[src/rtl/vf_seq_pkg.sv]
package vf_seq_pkg;

  typedef enum logic [2:0] {
    ST_IDLE,
    ST_UP_SETTLE,
    ST_UP_LOCK,
    ST_DN_LOCK,
    ST_DN_SETTLE
  } seqState_t;

  // Strobes from control to datapath
  typedef struct packed {
    logic takePend;   // start request consumed, clear deferred slot
    logic startUp;    // latch target, drive new voltage first
    logic startDown;  // latch target, drive new frequency first
    logic stepFreq;   // second step of an upward move
    logic stepVid;    // second step of a downward move
    logic commit;     // move finished, target becomes current
  } seqStrobe_t;

endpackage

[src/rtl/vf_seq_ctrl.sv]
module vf_seq_ctrl
  import vf_seq_pkg::*;
(
  input  logic       clk,
  input  logic       rstN,
  input  logic       startValid,
  input  logic       goUp,
  input  logic       goSame,
  input  logic       settleDone,
  input  logic       lockFresh,
  output seqStrobe_t strb,
  output logic       busy
);

  seqState_t state, nextState;

  always_ff @(posedge clk) begin
    if (!rstN) state <= ST_IDLE;
    else       state <= nextState;
  end

  always_comb begin
    strb      = '0;
    nextState = state;
    unique case (state)
      ST_IDLE: begin
        if (startValid) begin
          strb.takePend = 1'b1;
          if (!goSame) begin
            if (goUp) begin
              strb.startUp = 1'b1;
              nextState    = ST_UP_SETTLE;
            end else begin
              strb.startDown = 1'b1;
              nextState      = ST_DN_LOCK;
            end
          end
        end
      end
      ST_UP_SETTLE: if (settleDone) begin
        strb.stepFreq = 1'b1;
        nextState     = ST_UP_LOCK;
      end
      ST_UP_LOCK: if (lockFresh) begin
        strb.commit = 1'b1;
        nextState   = ST_IDLE;
      end
      ST_DN_LOCK: if (lockFresh) begin
        strb.stepVid = 1'b1;
        nextState    = ST_DN_SETTLE;
      end
      ST_DN_SETTLE: if (settleDone) begin
        strb.commit = 1'b1;
        nextState   = ST_IDLE;
      end
      default: nextState = ST_IDLE;
    endcase
  end

  assign busy = (state != ST_IDLE);

endmodule

[src/rtl/vf_seq_datapath.sv]
module vf_seq_datapath
  import vf_seq_pkg::*;
#(
  parameter int NUM_PTS    = 4,
  parameter int IDX_W      = 2,
  parameter int SETTLE_W   = 8,
  parameter int VID_LOW    = 47,
  parameter int VID_STRIDE = 11,
  parameter int BOOT_VID   = 32,
  parameter int BOOT_IDX   = 0
) (
  input  logic                clk,
  input  logic                rstN,
  input  logic                loadValid,
  input  logic [IDX_W-1:0]    loadIdx,
  input  logic                thermValid,
  input  logic [IDX_W-1:0]    thermIdx,
  input  logic                pllLock,
  input  logic [SETTLE_W-1:0] settleCycles,
  input  logic                busy,
  input  seqStrobe_t          strb,
  output logic                startValid,
  output logic                goUp,
  output logic                goSame,
  output logic                settleDone,
  output logic                lockFresh,
  output logic [5:0]          vidCode,
  output logic [IDX_W-1:0]    freqSel
);

  // Voltage code per operating point, slowest point has the lowest supply
  logic [5:0] vidTable [NUM_PTS];
  for (genvar g = 0; g < NUM_PTS; g++) begin : g_vid
    assign vidTable[g] = 6'(VID_LOW - g * VID_STRIDE);
  end

  logic                reqValid;
  logic [IDX_W-1:0]    reqIdx, startIdx, curIdx, tgtIdx, pendIdx;
  logic                pendValid;
  logic [SETTLE_W-1:0] settleCnt;
  logic                seenUnlock;

  // Lower target wins when both governors ask at once
  always_comb begin
    reqValid = loadValid | thermValid;
    if (loadValid && thermValid) reqIdx = (loadIdx < thermIdx) ? loadIdx : thermIdx;
    else if (thermValid)         reqIdx = thermIdx;
    else                         reqIdx = loadIdx;
  end

  assign startValid = reqValid | pendValid;
  assign startIdx   = reqValid ? reqIdx : pendIdx;
  assign goUp       = startIdx > curIdx;
  assign goSame     = startIdx == curIdx;
  assign settleDone = (settleCnt == '0);
  assign lockFresh  = seenUnlock & pllLock;

  always_ff @(posedge clk) begin
    if (!rstN) begin
      vidCode    <= 6'(BOOT_VID);
      freqSel    <= IDX_W'(BOOT_IDX);
      curIdx     <= IDX_W'(BOOT_IDX);
      tgtIdx     <= IDX_W'(BOOT_IDX);
      pendIdx    <= '0;
      pendValid  <= 1'b0;
      settleCnt  <= '0;
      seenUnlock <= 1'b0;
    end else begin
      if (strb.startUp || strb.startDown) tgtIdx <= startIdx;
      if (strb.startUp)   vidCode <= vidTable[startIdx];
      if (strb.stepVid)   vidCode <= vidTable[tgtIdx];
      if (strb.startDown) freqSel <= startIdx;
      if (strb.stepFreq)  freqSel <= tgtIdx;
      if (strb.commit)    curIdx  <= tgtIdx;

      // single deferred slot, newest request overwrites
      if (busy && reqValid) begin
        pendValid <= 1'b1;
        pendIdx   <= reqIdx;
      end else if (strb.takePend) begin
        pendValid <= 1'b0;
      end

      if (strb.startUp || strb.stepVid) settleCnt <= settleCycles;
      else if (settleCnt != '0)          settleCnt <= settleCnt - 1'b1;

      // lock counts only once it has been seen low after a frequency step
      if (strb.startDown || strb.stepFreq) seenUnlock <= 1'b0;
      else if (!pllLock)                   seenUnlock <= 1'b1;
    end
  end

endmodule

[src/rtl/vf_sequencer.sv]
module vf_sequencer
  import vf_seq_pkg::*;
#(
  parameter int NUM_PTS    = 4,
  parameter int SETTLE_W   = 8,
  parameter int VID_LOW    = 47,
  parameter int VID_STRIDE = 11,
  parameter int BOOT_VID   = 32,
  parameter int BOOT_IDX   = 0,
  localparam int IDX_W     = (NUM_PTS > 1) ? $clog2(NUM_PTS) : 1
) (
  input  logic                clk,
  input  logic                rstN,
  input  logic                loadValid,
  input  logic [IDX_W-1:0]    loadIdx,
  input  logic                thermValid,
  input  logic [IDX_W-1:0]    thermIdx,
  input  logic                pllLock,
  input  logic [SETTLE_W-1:0] settleCycles,
  output logic [5:0]          vidCode,
  output logic [IDX_W-1:0]    freqSel,
  output logic                busy
);

  seqStrobe_t strb;
  logic startValid, goUp, goSame, settleDone, lockFresh;

  vf_seq_ctrl u_ctrl (
    .clk        (clk),
    .rstN       (rstN),
    .startValid (startValid),
    .goUp       (goUp),
    .goSame     (goSame),
    .settleDone (settleDone),
    .lockFresh  (lockFresh),
    .strb       (strb),
    .busy       (busy)
  );

  vf_seq_datapath #(
    .NUM_PTS    (NUM_PTS),
    .IDX_W      (IDX_W),
    .SETTLE_W   (SETTLE_W),
    .VID_LOW    (VID_LOW),
    .VID_STRIDE (VID_STRIDE),
    .BOOT_VID   (BOOT_VID),
    .BOOT_IDX   (BOOT_IDX)
  ) u_dp (
    .clk          (clk),
    .rstN         (rstN),
    .loadValid    (loadValid),
    .loadIdx      (loadIdx),
    .thermValid   (thermValid),
    .thermIdx     (thermIdx),
    .pllLock      (pllLock),
    .settleCycles (settleCycles),
    .busy         (busy),
    .strb         (strb),
    .startValid   (startValid),
    .goUp         (goUp),
    .goSame       (goSame),
    .settleDone   (settleDone),
    .lockFresh    (lockFresh),
    .vidCode      (vidCode),
    .freqSel      (freqSel)
  );

endmodule

[config.mk]
export PLATFORM = sky130hd
export DESIGN_NAME = vf_sequencer
export DESIGN_NICKNAME = d
export VERILOG_FILES = /design/src/rtl/vf_seq_pkg.sv /design/src/rtl/vf_seq_ctrl.sv /design/src/rtl/vf_seq_datapath.sv /design/src/rtl/vf_sequencer.sv
export SDC_FILE = /design/constraint.sdc
export NUM_CORES = 1
export LEC_CHECK = 0
export BUFFER_PORTS_ARGS = -buffer_cell sky130_fd_sc_hd__buf_2
export CORE_ASPECT_RATIO = 1.25
export CORE_MARGIN = 3
export CORE_UTILIZATION = 45
export CTS_CLUSTER_SIZE = 12
export DETAILED_ROUTE_END_ITERATION = 7
export GPL_TIMING_DRIVEN = 0
export PLACE_DENSITY_LB_ADDON = 0.15
export SLEW_MARGIN = 20
export SYNTH_ARGS = -nofsm -noshare
export SYNTH_HDL_FRONTEND = slang
export SYNTH_SLANG_ARGS = --single-unit
[constraint.sdc]
create_clock -name clk -period 5.05 [get_ports clk]
set_input_delay 1.01 -clock clk [delete_from_list [all_inputs] [get_ports clk]]
set_output_delay 1.01 -clock clk [all_outputs]
set_load 0.1 [all_outputs]
# ---- Word-level counts from Yosys, hierarchy flattened
# Cells that the tools add are included.
dict set report classes {
  addsub 1
  eq_ne 11
  order_cmp 4
  n_reduce_logical 15
  n_mux 36
  n_bitwise 6
}
# cell count
set ops {}
lappend ops {{$mux W6} 6}
lappend ops {{$bmux W6 S2} 2}
lappend ops {{$mux W3} 8}
lappend ops {{$mux W2} 8}
lappend ops {{$mux W8} 2}
lappend ops {{$pmux W3 S5} 1}
lappend ops {{$ne A2 B2 Y1 const B} 6}
lappend ops {{$logic_not A8 Y1} 1}
lappend ops {{$mux W1} 8}
lappend ops {{$reduce_bool A2 Y1} 4}
lappend ops {{$reduce_bool A8 Y1} 1}
lappend ops {{$sub A8 B1 Y8 const B} 1}
lappend ops {{$eq A3 B2 Y1 const B} 2}
lappend ops {{$ge A3 B3 Y1 const B} 2}
lappend ops {{$not A2 Y3} 2}
lappend ops {{$reduce_and A6 Y1} 1}
lappend ops {{$eq A3 B1 Y1 const B} 1}
lappend ops {{$eq A3 B3 Y1 const B} 1}
lappend ops {{$logic_not A3 Y1} 1}
lappend ops {{$logic_or A1 B1 Y1} 3}
lappend ops {{$reduce_bool A3 Y1} 1}
lappend ops {{$eq A2 B2 Y1} 1}
lappend ops {{$gt A2 B2 Y1} 1}
lappend ops {{$logic_and A1 B1 Y1} 2}
lappend ops {{other kinds (6)} 7}
dict set report totals {
  reg_bits 27
}

# ---- Logic depth before layout (Yosys ltp)
# Gate-level depths: netlist of run 1.
dict set report depth {
  depth_word 11
  depth_mapped 12
}

# ---- Hierarchy
# Synthesis of run 1 repeated with hierarchy kept, for this count alone.
dict set report unflattened {
  cells_unflattened 197
  hier_area_um2 1645.3
}
# mod cells_per_inst instances area_each_um2 seq_area_each_um2
set by_module_without_submodules {}
lappend by_module_without_submodules {vf_seq_datapath 171 1 1405.1 480.5}
lappend by_module_without_submodules {vf_seq_ctrl 26 1 240.2 60.1}

# ---- Least setup slack after synthesis of run 1
# Ideal clock, no wire load.
dict set report synth_path {
  path_type {in2reg}
  startpoint {in thermIdx[1]}
  endpoint {reg u_dp.freqSel[0]}
  stages 11
  arrival_ns 3.122
  setup_time_ns 0.070
  setup_slack_ns 1.858
  n_path_buf 0
  cell_sequence {inv_1 ha_1 o21ai_0 nand3_1 and3_1 ha_1 nand2b_1 a2111oi_4 nor2_1 a211o_1 a21boi_1}
}
dict set report synth_via {
  elab_chain_cells 10
  elab_cells_between_ends 14
}
# item line_no
set synth_lines {}
lappend synth_lines {{from (decl)} vf_sequencer.sv:17} ;# input logic [IDX_W-1:0] thermIdx,
lappend synth_lines {{$lt A2 B2 Y1} vf_seq_datapath.sv:46} ;# if (loadValid && thermValid) reqIdx = (loadIdx < thermIdx) ? loadIdx : thermIdx;
lappend synth_lines {{$mux W2} vf_seq_datapath.sv:46}
lappend synth_lines {{$mux W2 (*)} vf_seq_datapath.sv:46}
lappend synth_lines {{$mux W2 (*)} vf_seq_datapath.sv:52} ;# assign startIdx = reqValid ? reqIdx : pendIdx;
lappend synth_lines {{$gt A2 B2 Y1} vf_seq_datapath.sv:53} ;# assign goUp = startIdx > curIdx;
lappend synth_lines {{$mux W1} vf_seq_ctrl.sv:30} ;# if (goUp) begin
lappend synth_lines {{$mux W2} vf_seq_ctrl.sv:29} ;# if (!goSame) begin
lappend synth_lines {{$mux W3} vf_seq_ctrl.sv:27} ;# if (startValid) begin
lappend synth_lines {{$mux W3} vf_seq_ctrl.sv:25} ;# unique case (state)
lappend synth_lines {{$reduce_bool A2 Y1 (no source line)} -}
lappend synth_lines {{to (signal assigned)} vf_seq_datapath.sv:61} ;# freqSel <= IDX_W'(BOOT_IDX);
lappend synth_lines {{to (signal assigned)} vf_seq_datapath.sv:72} ;# if (strb.startDown) freqSel <= startIdx;
lappend synth_lines {{to (signal assigned)} vf_seq_datapath.sv:73} ;# if (strb.stepFreq) freqSel <= tgtIdx;
lappend synth_lines {{to (decl)} vf_seq_datapath.sv:28} ;# output logic [IDX_W-1:0] freqSel
# Every way passes the cells marked *; elsewhere a longest branch is shown, timed or not. The select of a mux whose other input is x is not followed.
# A chain may end at the register's enable or synchronous reset.

# ---- Final worst setup path of run 1
dict set report layout_path {
  startpoint {in loadIdx[1]}
  endpoint {reg u_dp.settleCnt[5]}
}
dict set report layout_via {
  elab_chain_cells 11
  elab_cells_between_ends 14
}
# item line_no
set layout_lines {}
lappend layout_lines {{from (decl)} vf_sequencer.sv:15} ;# input logic [IDX_W-1:0] loadIdx,
lappend layout_lines {{$lt A2 B2 Y1} vf_seq_datapath.sv:46}
lappend layout_lines {{$mux W2} vf_seq_datapath.sv:46}
lappend layout_lines {{$mux W2 (*)} vf_seq_datapath.sv:46}
lappend layout_lines {{$mux W2 (*)} vf_seq_datapath.sv:52}
lappend layout_lines {{named net u_dp.startIdx[1]} vf_seq_datapath.sv:38} ;# logic [IDX_W-1:0] reqIdx, startIdx, curIdx, tgtIdx, pendIdx;
lappend layout_lines {{$gt A2 B2 Y1} vf_seq_datapath.sv:53}
lappend layout_lines {{$mux W1} vf_seq_ctrl.sv:30}
lappend layout_lines {{$mux W2 (*)} vf_seq_ctrl.sv:29}
lappend layout_lines {{$mux W3 (*)} vf_seq_ctrl.sv:27}
lappend layout_lines {{$mux W3 (*)} vf_seq_ctrl.sv:25}
lappend layout_lines {{$logic_or A1 B1 Y1 (*)} vf_seq_datapath.sv:84} ;# if (strb.startUp || strb.stepVid) settleCnt <= settleCycles;
lappend layout_lines {{$mux W8 / $reduce_bool A2 Y1 (equally long branches)} -}
lappend layout_lines {{to (signal assigned)} vf_seq_datapath.sv:84}
lappend layout_lines {{to (signal assigned)} vf_seq_datapath.sv:85} ;# else if (settleCnt != '0) settleCnt <= settleCnt - 1'b1;
lappend layout_lines {{to (decl)} vf_seq_datapath.sv:40} ;# logic [SETTLE_W-1:0] settleCnt;
# Mark *: on every way through the listed nets, which the timed path passes. The rest lies on a longest branch.

==> results of run 1 <==
-- flip-flops by register name, indices dropped and copies added (netlist names) --
signal,count
u_dp.seenUnlock,1
u_dp.vidCode,6
u_dp.freqSel,2
u_dp.tgtIdx,2
u_ctrl.state,3
u_dp.pendIdx,2
u_dp.curIdx,2
u_dp.pendValid,1
u_dp.settleCnt,8
-- worst min-delay path, stage by stage, from the launching register on --
cell	delay (ps)
sky130_fd_sc_hd__dfxtp_1	320
sky130_fd_sc_hd__nand2_1	50
sky130_fd_sc_hd__a21boi_1	50
-- worst max path at each step --
stage	startpoint	end	slack (ps)
after floorplan	thermIdx[1]	u_dp.freqSel[0]	1860
after global placement	loadIdx[1]	u_dp.settleCnt[7]	1540
after detailed placement	loadIdx[1]	u_dp.settleCnt[5]	1450
after CTS	loadIdx[1]	u_dp.settleCnt[5]	1760
after global routing	loadIdx[1]	u_dp.settleCnt[5]	1530
final	loadIdx[1]	u_dp.settleCnt[5]	1760
-- cells in the mapped netlist (all sizes together) (2+ instances only) --
| cell type | count | area (µm²) |
|---|---|---|
| inv | 11 | 41.3 |
| o22ai | 4 | 25.0 |
| a211oi | 2 | 27.5 |
| and2 | 3 | 21.3 |
| dfxtp | 27 | 541 |
| nand2 | 23 | 86.3 |
| mux2i | 6 | 60.1 |
| nor3b | 4 | 30.0 |
| a21o | 2 | 16.3 |
| ha | 14 | 175 |
| nor3 | 3 | 31.3 |
| o21ai | 9 | 45.0 |
| clkbuf | 4 | 15.0 |
| a21oi | 7 | 35.0 |
| nand2b | 9 | 56.3 |
| buf | 2 | 16.3 |
| o211a | 2 | 20.0 |
| and3 | 3 | 18.8 |
| o211ai | 3 | 22.5 |
| nor2 | 8 | 30.0 |
| xnor2 | 3 | 26.3 |
| nor2b | 5 | 31.3 |
| a21boi | 10 | 75.1 |
| nand3 | 9 | 45.0 |
| xor2 | 3 | 26.3 |
-- cells by family (layout without fill, tap and decap cells) --
logic type                 after synthesis  in the layout
buffers and inverters                   17             45
and+or+nand+nor                         73             73
DFF                                     27             27
AOI/OAI and AO/OA                       46             46
xor gates and xnor gates                 6              6
muxes                                    6              6
adders and majority gates               14             14
-- power by group through the flow --
stage,Clock [mW],Combinational (mW),Sequential (mW)
2_1_floorplan,0,0.351,0.413
3_3_place_gp,0,0.523,0.327
3_5_place_dp,0,0.536,0.331
4_1_cts,0.127,0.542,0.326
5_1_grt,0.133,0.597,0.334
6_report,0.125,0.540,0.326
-- layer usage --
metal	part of all wire, %	GRT usage, %	vias up
met1	44	20.7	675
li1	-	-	718
met2	51	32.5	38
met5	0	0	-
met4	0.78	4.43	0
met3	4.0	1.58	4
-- stage by stage --
step	utilization [%]	setup slack [ps]	power, mW
after floorplan	-	1860	0.764
after global placement	53.8	1540	0.850
after detailed placement	53.8	1450	0.867
after CTS	55.1	1760	0.994
after global routing	55.1	1530	1.06
final	55.1	1760	0.991
-- layout make-up --
class                   instances  share of cell area [%]
plain buffers                   6                    1.68
flip-flops and latches         27                    29.1
clock buffers                   3                    2.22
repair buffers                 24                    6.47
clock inverters                 1                   0.270
inverters                      11                    2.22
well taps                      37                    2.49
multi-input cells             145                    55.5
==> results.rst, run 1 <==
.. list-table::
   :header-rows: 1

   * - Metric
     - Value
   * - Synthesized netlist cell count
     - 189
   * - Net load switching power
     - 0.467 mW
   * - Total number of vias
     - 1435
   * - Compound-cell area share of the yosys netlist
     - 21.2%
   * - CTS tree
     - built
   * - Netlist area before placement
     - 0.00164 mm²
   * - Clk sinks
     - 27
   * - First DRT Iteration DRCs
     - 33
   * - Growth of design area from synthesis to finish
     - 12.9%
   * - Layout Nets
     - 249
   * - Height of the die
     - 73.6 µm
   * - Remaining global-route overflow
     - 0
   * - Commonest non-fill, non-tap cells in the layout
     - 27 x sky130_fd_sc_hd__dfxtp_1, 25 x sky130_fd_sc_hd__buf_2, 23 x sky130_fd_sc_hd__nand2_1, 14 x sky130_fd_sc_hd__ha_1, 10 x sky130_fd_sc_hd__inv_1
   * - Fraction of synthesized area in multiplexers
     - 3.65%
   * - Total number of H-tree levels
     - 1
   * - Pin count of the biggest net entering global routing
     - 16
   * - Placed cells
     - 250
   * - Ys async rst share
     - 0%
   * - Multi-input combinational cell area
     - 0.00103 mm²
   * - Maximum fanout count along the critical path
     - 10
   * - Worst slew margin relative to its limit
     - 57.1%
   * - Resized cells post-CTS
     - 0
   * - Largest family of logic cells by synthesized area
     - simple AND/OR/NAND/NOR gates
   * - Number of buffers between clock root and the deepest sink
     - 2
   * - Post-Synthesis Mean Instance Area
     - 8.70 µm²
   * - Buffer cell driving the clock tree root
     - sky130_fd_sc_hd__clkbuf_8
   * - Antenna violations before repair
     - 0
   * - Run status
     - finished clean
   * - Core Footprint
     - 0.00337 mm²
   * - Via density
     - 5.65
   * - Hold Path Sink
     - u_dp.vidCode[0]
   * - Cell count of the worst hold path
     - 2
   * - Share of total power in sequential cells
     - 32.9%
   * - Total of fill cells in the finished design
     - 329
   * - Routed length per placed instance
     - 14.2 µm
   * - Number of buffers created by CTS
     - 3
   * - P_leak
     - 0.818 nW
   * - Delay of the slowest critical-path stage
     - 540 ps
   * - First-pass GRT wire length
     - 5.87 mm
   * - Setup-failing EPs final
     - 0
   * - Floorplan die area
     - 0.00442 mm²
   * - Cell-internal power
     - 0.524 mW
   * - Post-DP HPWL
     - 2.77 mm
   * - Synth cell types
     - 46
   * - Share of final-layout standard cells stronger than drive strength 1
     - 17.1%
   * - Capturing point of the worst reg2reg path
     - u_dp.settleCnt[5]
   * - Pin slew with the least headroom to its limit
     - 644 ps
   * - Tightest hold margin
     - 459 ps
   * - Origin of the worst min-delay path
     - u_dp.vidCode[0]
   * - DRC viols
     - 0
   * - Number of hold violations in the final report
     - 0
   * - Post-synthesis adder-cell area fraction
     - 10.7%
   * - Final critical path time including I/O delays and setup
     - 3290 ps
   * - Final critical-path share of the clock period
     - 65.2%
   * - Post-synthesis share of cell area spent on and, or, nand and nor gates
     - 24.0%
   * - Post-synthesis net count
     - 220
   * - Sequential-to-total area share from yosys stat
     - 32.9%
   * - Slew Viols, Final
     - 0
   * - Max-cap violation count
     - 0
   * - Type of the tightest min-delay check
     - reg2reg
   * - Horiz. Die Dim
     - 60.1 µm
   * - Antenna diode instance count
     - 0
   * - Vias in the first global route
     - 1324
   * - Seq. cell area
     - 541 µm²
   * - Port buffer count
     - 24
   * - Number of enable flip-flop cells after synthesis
     - 0
   * - Crit-path most repeated cell
     - sky130_fd_sc_hd__a21oi_1
   * - Worst Setup Start Kind
     - input port
   * - R2r setup slk
     - 2370 ps
   * - Cell area power density
     - 534 mW/mm²
   * - Fin cells
     - 254
   * - Total stage count of the critical path
     - 10
   * - Worst-path cell chain
     - buf_2 -> ha_1 -> mux2i_1 -> a21oi_1 -> ha_1 -> a211oi_4 -> a21oi_1 -> buf_6 -> o21ai_0 -> a21oi_1
   * - Source-to-sink clock delay at the later pin of the worst-skew pair
     - 270 ps
   * - Largest delay contributor family on the critical path
     - compound AO/OA/AOI/OAI gates
   * - Placement Rows
     - 23
   * - FF+latch count, synth
     - 27
   * - Unrepaired setup endpoints after global routing
     - false
   * - Number of warnings issued by yosys
     - 0
   * - CP Class
     - in2reg
   * - ANT nets after route
     - 0
   * - Setup skew after layout
     - 5.96 ps
   * - Net switching fraction of the power
     - 47.2%
   * - Initial standard-cell utilization of the core
     - 48.8%
   * - Ports
     - 26
   * - Xor-xnor portion of the synthesized cell area
     - 3.20%
   * - GRT Overall Usage
     - 17.4%
   * - R2r worst-path depth
     - 9
   * - Main synth FF type
     - sky130_fd_sc_hd__dfxtp_1
   * - Placement Cell Area
     - 0.00181 mm²
   * - Required time worst endpoint
     - 5220 ps
   * - Cell type of the slowest stage on the worst timing path
     - sky130_fd_sc_hd__a21oi_1
   * - Post-CTS Setup Bufs
     - 0
   * - Hold buffer count at cts
     - 0
   * - Router iterations before antenna repair
     - 4
   * - Clock Pin Slew Worst Setup and Hold Paths
     - 100 ps
   * - Category of the worst setup path capture point
     - register
   * - Logic gate share of total power
     - 54.5%
   * - Fin area
     - 0.00186 mm²
   * - RePlAce Congestion
     - 0.804
   * - Startpoint of the most critical register-to-register path
     - u_dp.pendIdx[1]
   * - Total routed wirelength
     - 3.61 mm
   * - Max Fclk
     - 304 MHz
   * - Peak supply drop
     - 0.303 mV
   * - CP arrival
     - 3460 ps
   * - Most common library cell in the layout ignoring fill and taps
     - sky130_fd_sc_hd__dfxtp_1
   * - Power share of the clock group
     - 12.6%
   * - CP Buf/Inv Count
     - 2
   * - TNS Setup
     - 0 ps
No activity file was read; power rests on OpenSTA's default activity.
==> inputs of run 2 (changes only) <==
==> constraint.sdc (replaced) <==
create_clock -name clk -period 2.9 [get_ports clk]
set_input_delay 0.58 -clock clk [delete_from_list [all_inputs] [get_ports clk]]
set_output_delay 0.58 -clock clk [all_outputs]
set_load 0.1 [all_outputs]
==> results.rst, run 2 (same netlist as run 1, synthesis figures left out) <==
.. list-table::
   :header-rows: 1

   * - Metric
     - Value
   * - Total number of vias
     - 1442 (+0.49%)
   * - Flip-flop count of the largest register after layout
     - 8 (unchanged)
   * - Required time worst endpoint
     - 3070 ps (-2150 ps)
   * - Startpoint of the most critical register-to-register path
     - u_dp.pendIdx[1]
   * - DRC viols
     - 0 (unchanged)
   * - Setup skew after layout
     - 5.72 ps (-0.238 ps)
   * - Via density
     - 5.59 (-1.1%)
   * - Run status
     - finished clean
   * - Number of buffers between clock root and the deepest sink
     - 2 (unchanged)
   * - Source-to-sink clock delay at the later pin of the worst-skew pair
     - 270 ps (about the same)
   * - First DRT Iteration DRCs
     - 53 (+61%)
   * - Vias in the first global route
     - 1324 (unchanged)
   * - Final critical path time including I/O delays and setup
     - 2730 ps
   * - Peak supply drop
     - 0.524 mV (+73%)
   * - Maximum fanout count along the critical path
     - 10 (unchanged)
   * - TNS Setup
     - 0 ps (unchanged)
   * - Antenna diode instance count
     - 0 (unchanged)
   * - Number of buffers created by CTS
     - 3 (unchanged)
   * - Seq. cell area
     - 541 µm² (unchanged)
   * - Growth of design area from synthesis to finish
     - 15.1%
   * - Largest regs
     - u_dp.settleCnt x8, u_dp.vidCode x6, u_ctrl.state x3
   * - Largest reg by FF count
     - u_dp.settleCnt
   * - Horiz. Die Dim
     - 60.1 µm (unchanged)
   * - First-pass GRT wire length
     - 5.87 mm (unchanged)
   * - RePlAce Congestion
     - 0.804 (unchanged)
   * - Worst slew margin relative to its limit
     - 58.0% (+0.94 points)
   * - Cell type of the slowest stage on the worst timing path
     - sky130_fd_sc_hd__a211oi_4
   * - Max-cap violation count
     - 0 (unchanged)
   * - CP Buf/Inv Count
     - 2 (unchanged)
   * - Initial standard-cell utilization of the core
     - 48.8% (unchanged)
   * - Clock Pin Slew Worst Setup and Hold Paths
     - 100 ps (about the same)
   * - Most common library cell in the layout ignoring fill and taps
     - sky130_fd_sc_hd__dfxtp_1
   * - Post-DP HPWL
     - 2.77 mm (unchanged)
   * - Type of the tightest min-delay check
     - reg2reg
   * - CTS tree
     - built
   * - Unrepaired setup endpoints after global routing
     - false
   * - CP arrival
     - 2900 ps (-560 ps)
   * - Hold Path Sink
     - u_dp.vidCode[0]
   * - Setup-failing EPs final
     - 0 (unchanged)
   * - CP Class
     - in2reg
   * - Layout Nets
     - 253 (+1.6%)
   * - Remaining global-route overflow
     - 0 (unchanged)
   * - Largest delay contributor family on the critical path
     - compound AO/OA/AOI/OAI gates
   * - Capturing point of the worst reg2reg path
     - u_dp.settleCnt[5]
   * - Delay of the slowest critical-path stage
     - 430 ps (-110 ps)
   * - Total routed wirelength
     - 3.66 mm (+1.4%)
   * - R2r worst-path depth
     - 9 (unchanged)
   * - Worst Setup Start Kind
     - input port
   * - Pin slew with the least headroom to its limit
     - 624 ps (-19.9 ps)
   * - Cell area power density
     - 925 mW/mm² (+73%)
   * - Core Footprint
     - 0.00337 mm² (unchanged)
   * - P_leak
     - 0.839 nW (+2.5%)
   * - Commonest non-fill, non-tap cells in the layout
     - 27 x sky130_fd_sc_hd__dfxtp_1, 25 x sky130_fd_sc_hd__buf_2, 23 x sky130_fd_sc_hd__nand2_1, 14 x sky130_fd_sc_hd__ha_1, 10 x sky130_fd_sc_hd__inv_1
   * - Slew Viols, Final
     - 0 (unchanged)
   * - Placement Rows
     - 23 (unchanged)
   * - Max Fclk
     - 366 MHz
   * - Antenna violations before repair
     - 0 (unchanged)
   * - Pin count of the biggest net entering global routing
     - 16 (unchanged)
   * - Total of fill cells in the finished design
     - 331 (+0.61%)
   * - Floorplan die area
     - 0.00442 mm² (unchanged)
   * - Multi-input combinational cell area
     - 0.00104 mm² (+0.48%)
   * - Number of hold violations in the final report
     - 0 (unchanged)
   * - Port buffer count
     - 24 (unchanged)
   * - Router iterations before antenna repair
     - 4 (unchanged)
   * - Routed length per placed instance
     - 14.2 µm (-0.16%)
   * - Share of final-layout standard cells stronger than drive strength 1
     - 19.5% (+2.4 points)
   * - Total number of H-tree levels
     - 1 (unchanged)
   * - Ports
     - 26 (unchanged)
   * - Clk sinks
     - 27 (unchanged)
   * - Category of the worst setup path capture point
     - register
   * - Final critical-path share of the clock period
     - 94.1%
   * - ANT nets after route
     - 0 (unchanged)
   * - Origin of the worst min-delay path
     - u_dp.vidCode[0]
   * - Height of the die
     - 73.6 µm (unchanged)
   * - R2r setup slk
     - 550 ps (-1820 ps)
   * - Buffer cell driving the clock tree root
     - sky130_fd_sc_hd__clkbuf_8
   * - GRT Overall Usage
     - 17.4% (unchanged)
   * - Tightest hold margin
     - 460 ps (+1.16 ps)
   * - Cell count of the worst hold path
     - 2 (unchanged)
   * - Worst-path cell chain
     - buf_2 -> ha_1 -> o21ai_0 -> nand3_1 -> and3_2 -> ha_1 -> a211oi_4 -> a21oi_1 -> buf_6 -> o21ai_0 -> a21oi_1
## run 2: report_power, final
part / switching, mW / internal (mW)
clock: 0.120 / 0.0964
combinational: 0.605 / 0.362
sequential: 0.0904 / 0.476
total: 0.816 / 0.935
## run 2: per-stage QoR
step                      setup slack (ps)  area (µm²)  instances  total power [mW]  utilization (%)
after floorplan                        138        1640        189              1.33                -
after global placement                -180        1810        250              1.48             53.8
after detailed placement              -265        1810        250              1.51             53.8
after CTS                             42.6        1860        254              1.73             55.1
after global routing                  46.8        1890        258              1.88             56.2
final                                  170        1890        258              1.75             56.2
## run 2: how the worst max path moves through the flow
stage          slack, ps           endpoint  depth (start not counted)   startpoint
2_1_floorplan        140    u_dp.freqSel[0]                         11  thermIdx[1]
3_3_place_gp        -180  u_dp.settleCnt[7]                         10   loadIdx[1]
3_5_place_dp        -270  u_dp.settleCnt[5]                         10   loadIdx[1]
4_1_cts               40  u_dp.settleCnt[5]                         10   loadIdx[1]
5_1_grt               50  u_dp.settleCnt[5]                         12  thermIdx[1]
6_report             170  u_dp.settleCnt[5]                         11   loadIdx[1]
## run 2: layout make-up
cell class	count	share of cell area, %
Buffer	6	1.65
Clock buffer	3	2.18
Clock inverter	1	0.265
Inverter	11	2.18
Multi-Input combinational cell	145	54.8
Sequential cell	27	28.6
Tap cell	37	2.45
Timing Repair Buffer	28	7.94
## run 2: worst reg2reg max path, cell delays in order, from the launching register on
cell,delay [ps]
sky130_fd_sc_hd__dfxtp_1,310
sky130_fd_sc_hd__nor2b_1,120
sky130_fd_sc_hd__a211oi_1,270
sky130_fd_sc_hd__a21oi_2,140
sky130_fd_sc_hd__ha_1,390
sky130_fd_sc_hd__a211oi_4,420
sky130_fd_sc_hd__a21oi_1,230
sky130_fd_sc_hd__buf_6,190
sky130_fd_sc_hd__o21ai_0,140
sky130_fd_sc_hd__a21oi_1,60
## run 2: what timing repair did
item | CTS | global route
hold buffers | 0 | 0
setup endpoints to repair | 0 | 12
hold endpoints to repair | 0 | 0
buffers inserted | 0 | 4
gates resized for setup | 0 | 2
## run 2: routing by layer
layer	vias to the layer above	global-route usage, %	share of wire (%)
met5	-	0	0
li1	728	-	-
met3	4	1.58	4.0
met1	677	20.7	43
met2	33	32.5	53
met4	0	4.43	0.77
